## config.mk

```make
export PLATFORM = sky130hd
export DESIGN_NAME = prog_counter
export DESIGN_NICKNAME = d
export VERILOG_FILES = /design/src/rtl/pcnt_pkg.sv /design/src/rtl/pcnt_arbiter.sv /design/src/rtl/pcnt_incr.sv /design/src/rtl/prog_counter.sv
export SDC_FILE = /design/constraint.sdc
export NUM_CORES = 1
export LEC_CHECK = 0
export BUFFER_PORTS_ARGS = -buffer_cell sky130_fd_sc_hd__buf_4
export CORE_ASPECT_RATIO = 1.2
export CORE_MARGIN = 2
export CORE_UTILIZATION = 48
export CTS_BUF_LIST = sky130_fd_sc_hd__clkbuf_4 sky130_fd_sc_hd__clkbuf_8 sky130_fd_sc_hd__clkbuf_16
export DETAILED_ROUTE_END_ITERATION = 16
export PLACE_DENSITY_LB_ADDON = 0.08
export SLEW_MARGIN = 20
export SYNTH_ARGS = -nofsm -noshare
export SYNTH_HDL_FRONTEND = slang
export SYNTH_SLANG_ARGS = --single-unit
```

## constraint.sdc

```tcl
create_clock -name clk_i -period 4.3 [get_ports clk_i]
set_input_delay 0.86 -clock clk_i [delete_from_list [all_inputs] [get_ports clk_i]]
set_output_delay 0.86 -clock clk_i [all_outputs]
set_load 0.01 [all_outputs]
```

## src/rtl/pcnt_pkg.sv

```systemverilog
package pcnt_pkg;

    localparam int PCNT_W = 16;

    typedef enum logic [1:0] {
        ACT_HOLD  = 2'd0,
        ACT_STEP  = 2'd1,
        ACT_LOAD  = 2'd2,
        ACT_CLEAR = 2'd3
    } pcnt_action_e;

endpackage

```

## src/rtl/pcnt_arbiter.sv

```systemverilog
module pcnt_arbiter
    import pcnt_pkg::*;
(
    input  logic         clear_i,
    input  logic         load_i,
    input  logic         step_i,
    output pcnt_action_e action_o
);

    logic [3:0] grant;

    always_comb begin
        grant = 4'b0000;
        if (clear_i)     grant[ACT_CLEAR] = 1'b1;
        else if (load_i) grant[ACT_LOAD]  = 1'b1;
        else if (step_i) grant[ACT_STEP]  = 1'b1;
        else             grant[ACT_HOLD]  = 1'b1;
    end

    always_comb begin
        action_o = ACT_HOLD;
        for (int i = 0; i < 4; i++) begin
            if (grant[i]) action_o = pcnt_action_e'(i);
        end
    end

endmodule

```

## src/rtl/pcnt_incr.sv

```systemverilog
module pcnt_incr #(
    parameter int  W      = 16,
    parameter bit  RIPPLE = 1'b1
) (
    input  logic [W-1:0] a_i,
    output logic [W-1:0] sum_o
);

    generate
        if (RIPPLE) begin : g_ripple
            logic [W:0] carry;
            assign carry[0] = 1'b1;
            for (genvar b = 0; b < W; b++) begin : g_bit
                assign sum_o[b]    = a_i[b] ^ carry[b];
                assign carry[b+1]  = a_i[b] & carry[b];
            end
        end else begin : g_adder
            assign sum_o = a_i + W'(1);
        end
    endgenerate

endmodule

```

## src/rtl/prog_counter.sv

```systemverilog
module prog_counter
    import pcnt_pkg::*;
#(
    parameter int W      = PCNT_W,
    parameter bit RIPPLE = 1'b1
) (
    input  logic         clk_i,
    input  logic         clear_i,
    input  logic         load_i,
    input  logic         step_i,
    input  logic [15:0]  data_i,
    output logic [15:0]  count_o
);

    localparam logic [W-1:0] ZERO = '0;

    typedef struct packed {
        logic [W-1:0] count;
        logic         armed;
    } pcnt_state_t;

    pcnt_state_t  st_d, st_q;
    pcnt_action_e act;
    logic [W-1:0] next_up;

    pcnt_arbiter u_arb (
        .clear_i  (clear_i),
        .load_i   (load_i),
        .step_i   (step_i),
        .action_o (act)
    );

    pcnt_incr #(.W(W), .RIPPLE(RIPPLE)) u_inc (
        .a_i   (st_q.count),
        .sum_o (next_up)
    );

    always_comb begin
        st_d = st_q;
        case (act)
            ACT_CLEAR: begin
                st_d.count = ZERO;
                st_d.armed = 1'b1;
            end
            ACT_LOAD:  st_d.count = W'(data_i);
            ACT_STEP:  st_d.count = next_up;
            default:   st_d.count = st_q.count;
        endcase
    end

    always_ff @(posedge clk_i) begin
        st_q <= st_d;
    end

    assign count_o = 16'(st_q.count);

    assert_clear_zero_R1: assert property (@(posedge clk_i) disable iff (!st_q.armed)
        clear_i |=> (count_o == 16'h0000));

    assert_load_value_R2: assert property (@(posedge clk_i) disable iff (!st_q.armed)
        (!clear_i && load_i) |=> (count_o == $past(data_i)));

    assert_step_plus_one_R3: assert property (@(posedge clk_i) disable iff (!st_q.armed)
        (!clear_i && !load_i && step_i) |=> (count_o == 16'($past(count_o) + 16'd1)));

    assert_idle_hold_R4: assert property (@(posedge clk_i) disable iff (!st_q.armed)
        (!clear_i && !load_i && !step_i) |=> $stable(count_o));

    assert_wrap_zero_R5: assert property (@(posedge clk_i) disable iff (!st_q.armed)
        (!clear_i && !load_i && step_i && count_o == 16'hFFFF) |=> (count_o == 16'h0000));

endmodule

```

==> impl_metrics.py, run 1 <==
metrics = {
    "status": {
        "status": "complete, no violations",
    },
    "die": {
        "dieHeight_um": 53.46,
        "dieWidth_um": 45.22,
        "initial_utilization": 0.5227,
        "io_pins": 36,
        "rows": 17,
        "design.core.area_um2": 1872,
        "fp.dieArea_um2": 2417,
    },
    "sta": {
        "finalSetupViolCount": 0,
        "post-route-period-util": 0.8363,
        "post_route_setup_tns_ns": 0,
        "rsz0062_at_grt": "no",
        "final-max-slew-violation-count": 0,
        "hold_violations": 0,
        "max_slew.worst_pin.slew_ns": 0.6991,
        "timing.clock.skew_ns": 0.006909,
        "maxClockFrequency_ghz": 0.2781,
        "final.min_clock_period_ns": 3.596,
        "relSlewSlack": 0.5339,
    },
    "global_routing": {
        "grt_util_met1": 0.1953,
        "grt_usage": 0.1812,
        "number_of_antenna_violations_at_the_first_check_in_global_routing": 0,
        "grt-busiest-layer": "met2",
        "grt.met2_usage": 0.3167,
        "grt_pass1_wl_um": 3098,
        "pin_count_of_the_biggest_net_entering_global_routing": 34,
        "total_gr_overflow": 0,
        "groute.layer.met3.usage": 0.03072,
        "first_global_vias": 762,
    },
    "clock_network": {
        "cts_root_buffer": "sky130_fd_sc_hd__clkbuf_4",
        "tritoncts": "built",
        "cts_made_buffers": 3,
        "clk_transition_reported_paths_ns": 0.09,
        "insertion_delay_ns": 0.29,
        "post-cts-setup-buffers": 0,
        "max-clock-path-buffers": 2,
        "htree_levels": 1,
        "cts_sinks": 16,
        "cts.hold.buffers_added": 0,
        "cts_repair_resize_count": 0,
    },
    "yosys": {
        "post_synth_inst_count": 87,
        "synthesis.yosys.warnings": 0,
        "xor_and_xnor_area_share_after_synthesis": 0.008951,
        "dominant_combinational_cell_family_by_area_after_synthesis": "simple AND/OR/NAND/NOR gates",
        "synth-adder-area-share": 0.1790,
        "postSynthAreaPerCell_um2": 11.25,
        "synthesis.area_um2": 978.4,
        "area_fraction_in_compound_gates_after_synthesis": 0.09335,
        "syn_nets": 121,
        "simple_gate_share_of_the_synthesized_area": 0.1880,
        "ys_ff_latch": 16,
        "seq_area_frac_synth": 0.4910,
        "synth_cell_types": 13,
        "synth_mux_area_frac": 0,
    },
    "power": {
        "power_frac_comb": 0.197,
        "internal_power_w": 0.0002546,
        "power_w": 0.0003406,
        "clockPowerShare": 0.239,
        "power_switching_share": 0.2525,
        "vdd.ir_drop.worst_v": 0.0002155,
        "pwr-share-seq": 0.564,
        "cellPowerDensity_nw_per_um2": 271.2,
        "p_sw_w": 0.00008602,
        "leakage_nw": 0.6067,
    },
    "setup_path": {
        "crit_path_top_delay_cell": "sky130_fd_sc_hd__edfxtp_1",
        "timing_worst_setup_path_type": "flop to flop",
        "critical_path.cell_chain": "ha_1, ha_1, ha_1, ha_1, ha_1, ha_1, ha_1, ha_1, ha_1, ha_1, ha_1, ha_1, ha_1, ha_1, xnor2_1, o41ai_2",
        "endpoint_kind": "flop",
        "top_cell_by_count_worst_path": "sky130_fd_sc_hd__ha_1",
        "cp.arrival_ns": 3.68,
        "critical-path-top-delay-family": "adder cells",
        "crit_path_max_fo": 3,
        "worst_path_largest_cell_delay_ns": 0.43,
        "critPathBufInv": 0,
        "critPathLaunchType": "flop",
        "required_time_at_the_worst_slack_endpoint_ns": 4.38,
    },
    "final_layout": {
        "final_layout_size_suffix_gt1_frac": 0.3277,
        "multi_input_comb_area_um2": 459.2,
        "ff_latch_area_um2": 480.5,
        "area.growth.synth_to_final_pct": 28.39,
        "largest_reg_flops": 16,
        "numnets_final": 154,
        "antennaDiodeCount": 0,
        "count_of_fill_cells_added_during_filler_insertion": 165,
    },
    "detailed_routing": {
        "drt.antenna.violating_nets": 0,
        "first_iter_violations": 13,
        "detail_route.drc_violations": 0,
        "avgRoutedWirePerCell_um": 13.69,
        "detail_route.first_pass.iterations": 4,
        "routed-via-count": 737,
        "route.detailed.vias_per_inst": 5.341,
        "wl_um": 1889,
    },
    "job": {
        "timing.max_cap.violations": 0,
    },
    "hold_path": {
        "worst_min_path_class": "flop to flop",
    },
    "placement": {
        "gp_congestion": 0.6819,
        "dp_hpwl_um": 1348,
        "portBuffers": 35,
    },
}
-- tightest hold or removal path, cell delays in order, from the launching register on --
cell and delay [ns]:
sky130_fd_sc_hd__edfxtp_1 0.39, sky130_fd_sc_hd__or3b_1 0.13, sky130_fd_sc_hd__a21oi_1 0.06
-- final timing paths --
check | cells after the start | endpoint | start | slack (ns)
setup / recovery | 16 | count_o[15] | count_o[0] | 0.70
hold / removal | 2 | count_o[0] | count_o[0] | 0.74
setup reg to reg | 16 | count_o[15] | count_o[0] | 0.70
hold reg to reg | 2 | count_o[0] | count_o[0] | 0.74
-- area by class of cell --
type / count / area share
Inverter: 1 / 0.002988
Tap cell: 19 / 0.01892
Clock buffer: 3 / 0.01793
Timing Repair Buffer: 35 / 0.2092
Multi-Input combinational cell: 63 / 0.3655
Clock inverter: 1 / 0.002988
Sequential cell: 16 / 0.3825
-- per-stage QoR --
step / instances / cell area [um2] / setup slack [ns] / util / hold WS [ns]
after floorplan: 87 / 978.4 / 0.9110 / - / 0.7348
after global placement: 134 / 1230 / 0.8058 / 0.6571 / 0.7030
after detailed placement: 134 / 1230 / 0.7063 / 0.6571 / 0.7163
after CTS: 138 / 1256 / 0.6725 / 0.6711 / 0.7384
after global routing: 138 / 1256 / 0.5750 / 0.6711 / 0.7665
final: 138 / 1256 / 0.7041 / 0.6711 / 0.7358
-- power groups by stage --
stage | Sequential [W] | Clock (W) | Combinational, W
after CTS | 0.000192 | 0.0000850 | 0.0000680
after global routing | 0.000194 | 0.0000897 | 0.0000741
final | 0.000192 | 0.0000815 | 0.0000671
after detailed placement | 0.000196 | 0 | 0.0000678
after floorplan | 0.000201 | 0 | 0.0000267
after global placement | 0.000196 | 0 | 0.0000665
-- per-layer routing --
layer | part of all wire | up-vias
met5 | 0 | -
met4 | 0.027 | 0
met3 | 0.057 | 6
met2 | 0.51 | 22
met1 | 0.40 | 325
li1 | - | 384
-- kinds of logic after synthesis --
kind of cell | count (synthesis)
AO/OA/AOI/OAI | 16
XOR/XNOR | 1
adder cells (fa/ha/maj) | 14
buffers and inverters | 8
flip-flops | 16
AND/OR/NAND/NOR | 32
-- synthesized netlist by cell type, drive strengths merged --
master / count / area, um2
edfxtp: 16 / 480.5
a21oi: 15 / 75.07
nand2: 15 / 56.30
nand3b: 15 / 112.6
ha: 14 / 175.2
buf: 5 / 27.53
clkbuf: 2 / 7.510
inv: 1 / 3.750
o41ai: 1 / 16.27
or3: 1 / 6.260
or3b: 1 / 8.760
xnor2: 1 / 8.760
-- placed cells by master (no fill, tap or decap) --
cell type	n
sky130_fd_sc_hd__a21oi_1	15
sky130_fd_sc_hd__edfxtp_1	16
sky130_fd_sc_hd__ha_1	14
sky130_fd_sc_hd__o41ai_2	1
sky130_fd_sc_hd__clkinv_1	1
sky130_fd_sc_hd__or3_1	1
sky130_fd_sc_hd__nand2_1	15
sky130_fd_sc_hd__nand3b_1	15
sky130_fd_sc_hd__clkbuf_4	3
sky130_fd_sc_hd__xnor2_1	1
sky130_fd_sc_hd__inv_1	1
sky130_fd_sc_hd__buf_4	35
sky130_fd_sc_hd__or3b_1	1
No activity file was read; power rests on OpenSTA's default activity.
==> run 2, diff against run 1 <==
Clock period 4.3 ns to 3.6 ns, I/O delays scaled along.
==> run 2 against run 1 <==
  * Clock power increased by 22%
  * Fmax increased by 4.6%
  * Register-to-register slack got worse by 0.54 ns
  * Final area increased by 4.1%
  * Clock-buffer cell count unchanged
  * Global-route usage decreased by 0.23 points
  * Sequential share of layout area decreased by 1.5 points
  * Non-clock buffer count increased by 2
  * Critical path type unchanged
  * Critical endpoint unchanged
  * Largest cell class is now multi-input gates
  * Largest power group unchanged
==> impl_metrics.py, run 2 (same netlist as run 1, synthesis figures left out) <==
metrics = {
    "die": {
        "initial_utilization": 0.5227,
        "design.core.area_um2": 1872,
        "dieHeight_um": 53.46,
        "fp.dieArea_um2": 2417,
        "dieWidth_um": 45.22,
        "io_pins": 36,
        "rows": 17,
    },
    "setup_path": {
        "worst_path_largest_cell_delay_ns": 0.40,
        "critical_path.cell_chain": "ha_2, ha_1, ha_2, ha_2, ha_2, ha_1, ha_2, ha_2, ha_2, ha_1, ha_2, ha_2, ha_1, ha_2, xnor2_2, o41ai_2",
        "cp.arrival_ns": 3.55,
        "critPathLaunchType": "flop",
        "crit_path_top_delay_cell": "sky130_fd_sc_hd__edfxtp_1",
        "timing_worst_setup_path_type": "flop to flop",
        "endpoint_kind": "flop",
        "critPathBufInv": 0,
        "crit_path_max_fo": 2,
        "required_time_at_the_worst_slack_endpoint_ns": 3.71,
        "top_cell_by_count_worst_path": "sky130_fd_sc_hd__ha_2",
        "critical-path-top-delay-family": "adder cells",
    },
    "sta": {
        "finalSetupViolCount": 0,
        "timing.final.ws_setup_ns": 0.1621,
        "max_slew.worst_pin.slew_ns": 0.6799,
        "hold-worst-slack_ns": 0.7337,
        "hold_violations": 0,
        "post-route-period-util": 0.9550,
        "final-max-slew-violation-count": 0,
        "relSlewSlack": 0.5468,
        "timing.clock.skew_ns": 0.008644,
        "maxClockFrequency_ghz": 0.2909,
        "final.min_clock_period_ns": 3.438,
    },
    "final_layout": {
        "leading_cell_types_in_the_layout_fill_and_taps_excluded": "sky130_fd_sc_hd__buf_4, sky130_fd_sc_hd__edfxtp_1, sky130_fd_sc_hd__nand2_1, sky130_fd_sc_hd__nand3b_1, sky130_fd_sc_hd__a21oi_1",
        "antennaDiodeCount": 0,
        "final_layout_size_suffix_gt1_frac": 0.4380,
        "largest_reg_flops": 16,
        "final_design_area_no_fill_um2": 1308,
        "final_core_util": 0.6985,
        "final_common_cell": "sky130_fd_sc_hd__buf_4",
        "area.growth.synth_to_final_pct": 33.63,
        "numnets_final": 156,
    },
    "power": {
        "vdd.ir_drop.worst_v": 0.0002074,
        "power_switching_share": 0.2555,
        "leakage_nw": 0.5926,
        "internal_power_w": 0.0003076,
        "clockPowerShare": 0.240,
        "power_frac_comb": 0.203,
        "cellPowerDensity_nw_per_um2": 316.0,
        "power_w": 0.0004132,
        "p_sw_w": 0.0001056,
        "pwr-share-seq": 0.557,
    },
    "detailed_routing": {
        "detail_route.drc_violations": 0,
        "detail_route.first_pass.iterations": 4,
        "route.detailed.vias_per_inst": 5.536,
        "drt.antenna.violating_nets": 0,
        "routed-via-count": 775,
        "wl_um": 1901,
        "avgRoutedWirePerCell_um": 13.58,
        "first_iter_violations": 2,
    },
    "job": {
        "timing.max_cap.violations": 0,
    },
    "global_routing": {
        "grt_usage": 0.1789,
        "total_gr_overflow": 0,
        "pin_count_of_the_biggest_net_entering_global_routing": 34,
        "grt_pass1_wl_um": 3015,
        "first_global_vias": 710,
        "number_of_antenna_violations_at_the_first_check_in_global_routing": 0,
    },
    "clock_network": {
        "clk_transition_reported_paths_ns": 0.09,
        "insertion_delay_ns": 0.29,
        "htree_levels": 1,
        "cts_made_buffers": 3,
        "max-clock-path-buffers": 2,
        "cts_sinks": 16,
        "cts_root_buffer": "sky130_fd_sc_hd__clkbuf_4",
        "cts.hold.buffers_added": 0,
        "tritoncts": "built",
    },
    "status": {
        "status": "complete, no violations",
    },
    "placement": {
        "portBuffers": 35,
        "detailedPlace.worstSlack_ns": 0.06507,
        "gp_congestion": 0.7202,
        "dp_hpwl_um": 1288,
        "post_place_instance_area_um2": 1230,
    },
    "hold_path": {
        "worst_min_path_class": "input port to flop",
    },
}
[run 2: cell types whose count changed in the layout (fill, tap and decap cells not counted), sizes merged]
cell / delta
buf: +2
[run 2: worst register-to-register path, cell delays in order (launching register included)]
cell and delay [ns]:
sky130_fd_sc_hd__edfxtp_1 0.40, sky130_fd_sc_hd__ha_2 0.20, sky130_fd_sc_hd__ha_1 0.18, sky130_fd_sc_hd__ha_2 0.17
sky130_fd_sc_hd__ha_2 0.16, sky130_fd_sc_hd__ha_2 0.16, sky130_fd_sc_hd__ha_1 0.17, sky130_fd_sc_hd__ha_2 0.17
sky130_fd_sc_hd__ha_2 0.16, sky130_fd_sc_hd__ha_2 0.16, sky130_fd_sc_hd__ha_1 0.18, sky130_fd_sc_hd__ha_2 0.17
sky130_fd_sc_hd__ha_2 0.16, sky130_fd_sc_hd__ha_1 0.17, sky130_fd_sc_hd__ha_2 0.18, sky130_fd_sc_hd__xnor2_2 0.14
sky130_fd_sc_hd__o41ai_2 0.31
[run 2: layer usage]
| layer | global-route usage | wire (um) | up-vias |
|---|---|---|---|
| li1 | - | - | 385 |
| met1 | 0.2100 | 728 | 366 |
| met2 | 0.3071 | 1055 | 20 |
| met3 | 0.02048 | 83 | 4 |
| met4 | 0.1029 | 33 | 0 |
| met5 | 0 | 0 | - |
[run 2: through the flow]
step	setup TNS [ns]	instances
finish	0	140
detailed placement	0	134
CTS	0	138
floorplan	0	87
global placement	0	134
global route	-0.004893	140
[run 2: layout make-up]
class                           count  area [um2]
Inverter                            1       3.754
Multi-Input combinational cell     63       495.5
Sequential cell                    16       480.5
Timing Repair Buffer               37       277.8
Clock buffer                        3       22.52
Clock inverter                      1       3.754
Tap cell                           19       23.77
Fill cell                         154       564.3
[run 2: path summary, 6_finish.rpt]
check | slack, ns | endpoint | startpoint | cells past startpoint
worst max-delay path | 0.16 | count_o[15] | count_o[1] | 16
worst min register to register | 0.75 | count_o[15] | count_o[15] | 2
worst max register to register | 0.16 | count_o[15] | count_o[1] | 16
worst min-delay path | 0.73 | count_o[15] | data_i[15] | 3
[run 2: power by group through the flow]
stage | sequential [W] | clock (W) | combinational [W]
CTS | 0.000230 | 0.000104 | 0.0000802
global route | 0.000232 | 0.000106 | 0.0000942
detailed placement | 0.000234 | 0 | 0.0000803
floorplan | 0.000240 | 0 | 0.0000319
global placement | 0.000233 | 0 | 0.0000799
finish | 0.000230 | 0.0000993 | 0.0000838
[run 2: timing repair]
action,CTS,global route
setup endpoints to repair,0,2
buffers inserted,0,2
gates resized for setup,0,12
